--- config.mk ---
export PLATFORM = sky130hd
export DESIGN_NAME = shift_ctl_sel
export DESIGN_NICKNAME = d
export VERILOG_FILES = /design/src/rtl/shift_ctl_pkg.sv /design/src/rtl/sc_hold_reg.sv /design/src/rtl/sc_source_gen.sv /design/src/rtl/sc_out_mux.sv /design/src/rtl/shift_ctl_sel.sv
export SDC_FILE = /design/constraint.sdc
export NUM_CORES = 1
export LEC_CHECK = 0
export BUFFER_PORTS_ARGS = -buffer_cell sky130_fd_sc_hd__buf_2
export CAP_MARGIN = 20
export CORE_AREA = 2 2 39 41
export DETAILED_ROUTE_END_ITERATION = 8
export DIE_AREA = 0 0 41 43
export GPL_TIMING_DRIVEN = 1
export PLACE_DENSITY_LB_ADDON = 0.2
export RECOVER_POWER = 100
export REMOVE_ABC_BUFFERS = 1
export SLEW_MARGIN = 20
export SYNTH_ARGS = -nofsm -noshare
export SYNTH_HDL_FRONTEND = slang
export SYNTH_SLANG_ARGS = --single-unit
--- constraint.sdc ---
create_clock -name clk -period 6 [get_ports clk]
set_input_delay 1.8 -clock clk [delete_from_list [all_inputs] [get_ports clk]]
set_output_delay 1.8 -clock clk [all_outputs]
set_load 0.01 [all_outputs]
--- src/rtl/shift_ctl_pkg.sv ---
package shift_ctl_pkg;

    localparam int SC_AMT_W  = 5;
    localparam int SC_TYP_W  = 2;
    localparam int SC_CMD_W  = 3;
    localparam int SC_NCMD   = 1 << SC_CMD_W;
    localparam int SC_HOLD_W = 8;
    localparam int SC_FLD_W  = 7;
    localparam int SC_ALO_W  = 2;

    typedef enum logic [SC_CMD_W-1:0] {
        CMD_REG   = 3'b000,
        CMD_FIELD = 3'b001,
        CMD_NOP   = 3'b010,
        CMD_BR    = 3'b011,
        CMD_IMM   = 3'b100,
        CMD_BYTE  = 3'b101,
        CMD_SPARE = 3'b110,
        CMD_LOAD  = 3'b111
    } sc_cmd_e;

    typedef enum logic [SC_TYP_W-1:0] {
        TY_LSL = 2'b00,
        TY_LSR = 2'b01,
        TY_ASR = 2'b10,
        TY_ROR = 2'b11
    } sc_typ_e;

    typedef struct packed {
        logic [SC_AMT_W-1:0] amt;
        logic [SC_TYP_W-1:0] typ;
        logic                oor;
    } sc_res_t;

endpackage

--- src/rtl/sc_hold_reg.sv ---
module sc_hold_reg
    import shift_ctl_pkg::*;
#(
    parameter int HOLD_W = SC_HOLD_W
) (
    input  logic              clk,
    input  logic              rst_n,
    input  logic [SC_CMD_W-1:0] cmd_i,
    input  logic [HOLD_W-1:0] rbus_i,
    output logic [HOLD_W-1:0] hold_o
);

    typedef struct packed {
        logic [HOLD_W-1:0] val;
    } hold_st_t;

    hold_st_t st_d, st_q;

    always_comb begin
        st_d = st_q;
        if (cmd_i == CMD_LOAD) begin
            st_d.val = rbus_i;
        end
    end

    always_ff @(posedge clk or negedge rst_n) begin
        if (!rst_n) begin
            st_q <= '0;
        end else begin
            st_q <= st_d;
        end
    end

    assign hold_o = st_q.val;


    hold_keep_chk: assert property (@(posedge clk) disable iff (!rst_n)
        (cmd_i != CMD_LOAD) |=> $stable(hold_o));


    hold_load_chk: assert property (@(posedge clk) disable iff (!rst_n)
        (cmd_i == CMD_LOAD) |=> (hold_o == $past(rbus_i)));

endmodule

--- src/rtl/sc_source_gen.sv ---
module sc_source_gen
    import shift_ctl_pkg::*;
#(
    parameter int AMT_W  = SC_AMT_W,
    parameter int HOLD_W = SC_HOLD_W,
    parameter int FLD_W  = SC_FLD_W,
    parameter int ALO_W  = SC_ALO_W,
    parameter int NCMD   = SC_NCMD
) (
    input  logic [HOLD_W-1:0]    hold_i,
    input  logic [FLD_W-1:0]     ifield_i,
    input  logic [ALO_W-1:0]     alo_i,
    output sc_res_t [NCMD-1:0]   src_o
);

    localparam int TYP_W   = SC_TYP_W;
    localparam int ROT_W   = AMT_W - 1;
    localparam int LANE_SH = 3;
    localparam int BR_SH   = 2;

    logic             big_held;
    logic [AMT_W-1:0] held_amt;
    logic [AMT_W-1:0] imm_amt;
    logic [AMT_W-1:0] lane_amt;

    always_comb begin
        big_held = |hold_i[HOLD_W-1:AMT_W];
        held_amt = big_held ? '0 : hold_i[AMT_W-1:0];
        imm_amt  = {ifield_i[FLD_W-1 -: ROT_W], 1'b0};
        lane_amt = AMT_W'({alo_i, LANE_SH'(0)});
    end

    for (genvar g = 0; g < NCMD; g++) begin : g_src
        sc_res_t res;
        always_comb begin
            res = '0;
            case (sc_cmd_e'(g))
                CMD_REG: begin
                    res.amt = held_amt;
                    res.typ = ifield_i[TYP_W-1:0];
                    res.oor = big_held;
                end
                CMD_FIELD: begin
                    res.amt = ifield_i[FLD_W-1 -: AMT_W];
                    res.typ = ifield_i[TYP_W-1:0];
                end
                CMD_BR: begin
                    res.amt = AMT_W'(BR_SH);
                    res.typ = TY_LSL;
                end
                CMD_IMM: begin
                    res.amt = imm_amt;
                    res.typ = (imm_amt != '0) ? TY_ROR : TY_LSL;
                end
                CMD_BYTE: begin
                    res.amt = lane_amt;
                    res.typ = (alo_i != '0) ? TY_ROR : TY_LSL;
                end
                default: begin
                    res.amt = '0;
                    res.typ = TY_LSL;
                end
            endcase
        end
        assign src_o[g] = res;
    end

endmodule

--- src/rtl/sc_out_mux.sv ---
module sc_out_mux
    import shift_ctl_pkg::*;
#(
    parameter int NCMD = SC_NCMD
) (
    input  logic [SC_CMD_W-1:0]  cmd_i,
    input  sc_res_t [NCMD-1:0]   src_i,
    output sc_res_t              sel_o
);

    always_comb begin
        sel_o = '0;
        for (int k = 0; k < NCMD; k++) begin
            if (cmd_i == SC_CMD_W'(k)) begin
                sel_o = src_i[k];
            end
        end
    end

endmodule

--- src/rtl/shift_ctl_sel.sv ---
module shift_ctl_sel
    import shift_ctl_pkg::*;
(
    input  logic       clk,
    input  logic       rst_n,
    input  logic [2:0] cmd_i,
    input  logic [6:0] ifield_i,
    input  logic [7:0] rbus_i,
    input  logic [1:0] alo_i,
    output logic [4:0] amt_o,
    output logic [1:0] typ_o,
    output logic       oor_o
);

    logic [SC_HOLD_W-1:0]  hold_q;
    sc_res_t [SC_NCMD-1:0] src;
    sc_res_t               sel;

    sc_hold_reg #(.HOLD_W(SC_HOLD_W)) i_hold (
        .clk    (clk),
        .rst_n  (rst_n),
        .cmd_i  (cmd_i),
        .rbus_i (rbus_i),
        .hold_o (hold_q)
    );

    sc_source_gen #(
        .AMT_W  (SC_AMT_W),
        .HOLD_W (SC_HOLD_W),
        .FLD_W  (SC_FLD_W),
        .ALO_W  (SC_ALO_W),
        .NCMD   (SC_NCMD)
    ) i_src (
        .hold_i   (hold_q),
        .ifield_i (ifield_i),
        .alo_i    (alo_i),
        .src_o    (src)
    );

    sc_out_mux #(.NCMD(SC_NCMD)) i_mux (
        .cmd_i (cmd_i),
        .src_i (src),
        .sel_o (sel)
    );

    assign amt_o = sel.amt;
    assign typ_o = sel.typ;
    assign oor_o = sel.oor;


    oor_cmd_chk: assert property (@(posedge clk) disable iff (!rst_n)
        oor_o |-> (cmd_i == CMD_REG && amt_o == '0));


    br_shift_chk: assert property (@(posedge clk) disable iff (!rst_n)
        (cmd_i == CMD_BR) |-> (amt_o == 5'd2 && typ_o == TY_LSL));


    imm_rot_chk: assert property (@(posedge clk) disable iff (!rst_n)
        (cmd_i == CMD_IMM) |-> (amt_o[0] == 1'b0 && (typ_o == TY_ROR) == (ifield_i[6:3] != '0)));


    lane_chk: assert property (@(posedge clk) disable iff (!rst_n)
        (cmd_i == CMD_BYTE) |-> (amt_o[2:0] == '0 && (typ_o == TY_ROR) == (alo_i != '0)));


    nop_chk: assert property (@(posedge clk) disable iff (!rst_n)
        (cmd_i == CMD_NOP || cmd_i == CMD_SPARE || cmd_i == CMD_LOAD) |-> (amt_o == '0 && typ_o == TY_LSL));

endmodule

==> impl_metrics.py <==
metrics = {
    "yosys": {
        "synth_compound_area_share_pct": 12.15,
        "netlist.area_leader.share_pct": 37.38,
        "muxShareOfSynthArea_pct": 16.82,
        "synth_top_family_by_area": "simple AND/OR/NAND/NOR gates",
        "synth-edff-count": 0,
        "synth-async-reset-ratio_pct": 100.0,
        "ys_seq_area_share_pct": 37.38,
        "yosys.area_share.simple_pct": 22.43,
        "yosys-top-cells-count": "dfrtp_1, mux2_1, nor2_1",
        "synthAdderAreaFrac_pct": 3.738,
        "synthMostInstantiatedCell": "dfrtp_1",
        "synthXorXnorAreaFrac_pct": 1.636,
        "ys_top_cells_by_area": "dfrtp_1, mux2_1, mux2_2, nor2_1, a32o_1",
        "synth_cells": 51,
        "ys.flop_type": "dfrtp_1",
        "ys_warn_count": 0,
        "ys_ff_latch": 8,
        "yosysTopAreaCell": "dfrtp_1",
        "yosysUniqueCellTypes": 25,
        "avgSynthCellArea_um2": 10.50,
        "netlist_area_um2": 535.5,
    },
    "sta": {
        "slew_headroom_pct": 64.09,
        "fin_skew_ns": 0,
        "tightest_slew_ns": 0.5387,
        "setup_viol": 0,
        "rsz0062_at_grt": "no",
        "finalMaxSlewViolations": 0,
        "finalHoldViolCount": 0,
        "layout_setup_ws_ns": 1.066,
        "hold_slack_ns": 0.4926,
        "setup_tns_ns": 0,
        "period_share_pct": 82.24,
        "timing.fmax_mhz": 202.7,
        "period_needed_ns": 4.934,
    },
    "global_routing": {
        "grt_overflow": 0,
        "antenna_found_initial": 0,
        "track_usage_pct": 15.14,
        "grt_pass1_vias": 486,
        "grt_first_pass_wirelength_um": 1863,
        "grt_start_max_net_pins": 14,
    },
    "job": {
        "drv_cap": 0,
    },
    "floorplan": {
        "core_area_um2": 1384,
        "core.rowCount": 14,
        "pin_count": 30,
        "fp.dieArea_um2": 1763,
        "fp.dieW_um": 41,
        "die_y_um": 43,
        "initial_utilization_pct": 38.70,
    },
    "route": {
        "viasPerCell": 5.240,
        "vias": 503,
        "dr.first_iter.drc_count": 6,
        "routedWlPerCell_um": 11.90,
        "first_pass_iters": 4,
        "ant_nets": 0,
        "drc": 0,
        "wirelength_um": 1142,
    },
    "layout": {
        "multi_input_area_um2": 289.0,
        "n_antenna_cell": 0,
        "fin_cells": 96,
        "ff_latch_area_um2": 200.2,
        "area_growth_pct": 26.17,
        "drive_above_1_share_pct": 35.00,
        "largest_register_ffs": 8,
        "nFillCells": 139,
        "nets": 104,
    },
    "power": {
        "power_leakage_nw": 0.3136,
        "powerDensity_nw_per_um2": 211.3,
        "power_uw": 142.8,
        "ir_drop_v": 0.0001141,
    },
    "placement": {
        "dp_cells": 93,
        "place.gp.congestion": 0.6424,
        "preCtsSetupSlack_ns": 1.322,
        "io_buffer_count": 29,
        "hpwl_um": 908.5,
    },
    "critical_path": {
        "crit_type": "in2out",
        "max_stage_delay_ns": 0.41,
        "crit_buf_inv": 2,
        "end_kind": "output pin",
        "crit_cells": 5,
        "arrival_ns": 3.13,
        "reg2reg_from": "i_hold.hold_o[4]",
        "startpoint": "cmd_i[2]",
        "cp_slowest_cell": "clkbuf_1",
        "worstPathRequired_ns": 4.20,
        "r2r-end": "i_hold.hold_o[4]",
        "crit_path_end": "amt_o[1]",
        "rr_worst_depth": 1,
        "crit_chain": "clkbuf_1, nor3_1, and2_0, a221o_1, clkbuf_1",
        "critPathMaxFanout": 13,
        "crit_top_cell": "clkbuf_1",
        "critPathTopFamily": "buffers and inverters",
        "setup.reg_to_reg.worst_slack_ns": 5.22,
        "start_kind": "input pin",
    },
    "min_path": {
        "min_path_type": "reg2reg",
    },
    "cts": {
        "cts-root-buf": "clkbuf_4",
        "clock-sinks": 8,
        "htree_levels": 1,
        "cts_resized": 0,
        "cts_tree": "done",
        "cts_made_buffers": 3,
        "cts_hold_buf": 0,
        "clk_latency_ns": 0.24,
        "cts_setup_buffers": 0,
        "ctsLongestPathBuffers": 2,
        "clk_pin_slew_ns": 0.05,
    },
    "outcome": {
        "outcome": "finished clean",
    },
}
## report_power, final
part	internal, mW	switching [mW]	leakage [nW]	total (mW)
Clock	0.0228	0.0164	0.0138	0.0392
Sequential	0.0643	0.00493	0.0947	0.0692
Combinational	0.0178	0.0166	0.205	0.0344
Total	0.105	0.0379	0.314	0.143
## placed cells by master (no fill, tap or decap)
cell type / count
a21oi_1: 1
a221o_1: 1
a32o_1: 2
a32oi_1: 2
and2_0: 1
and3b_1: 1
buf_2: 22
clkbuf_1: 7
clkbuf_4: 3
dfrtp_1: 8
inv_1: 2
maj3_1: 2
mux2_1: 6
mux2_2: 2
nand2b_1: 1
nand3_1: 1
nor2_1: 6
nor2b_1: 2
nor3_1: 4
nor4_1: 2
o21a_1: 1
o21ai_0: 1
or4_4: 1
xor2_1: 1
## how the worst min path moves through the flow
stage,startpoint,end,slack (ns),depth (start not counted)
after floorplan,i_hold.hold_o[4],i_hold.hold_o[4],0.46,1
after global placement,i_hold.hold_o[7],i_hold.hold_o[7],0.48,1
after detailed placement,i_hold.hold_o[7],i_hold.hold_o[7],0.48,1
after CTS,i_hold.hold_o[7],i_hold.hold_o[7],0.50,1
after global routing,i_hold.hold_o[0],i_hold.hold_o[0],0.51,1
final,i_hold.hold_o[5],i_hold.hold_o[5],0.49,1
## final cells by class
| class | instances | area share [%] |
|---|---|---|
| Sequential cell | 8 | 29.63 |
| Inverter | 2 | 1.111 |
| Multi-Input combinational cell | 38 | 42.78 |
| Clock buffer | 3 | 3.333 |
| Tap cell | 16 | 2.963 |
| Timing Repair Buffer | 29 | 20.19 |
## routing by layer
metal / part of all wire [%] / wire [um] / global-route usage, % / vias to the layer above
li1: - / - / - / 250
met1: 46 / 527 / 19.40 / 232
met2: 46 / 528 / 23.44 / 19
met3: 6.8 / 78 / 2.094 / 2
met4: 0.70 / 8 / 8.000 / 0
met5: 0 / 0 / 0 / -
## kinds of logic after synthesis
logic type / count (synthesis)
AOI/OAI and AO/OA: 8
xor gates and xnor gates: 1
adders and majority gates: 2
buffers and inverters: 5
DFF: 8
muxes: 8
and+or+nand+nor: 19
## through the flow
stage | area, um2 | util, %
after floorplan | 511.7 | -
after global placement | 676.9 | 48.92
after detailed placement | 676.9 | 48.92
after CTS | 699.4 | 50.54
after global routing | 675.6 | 48.82
final | 675.6 | 48.82
Power figures use the tool's default switching activity.
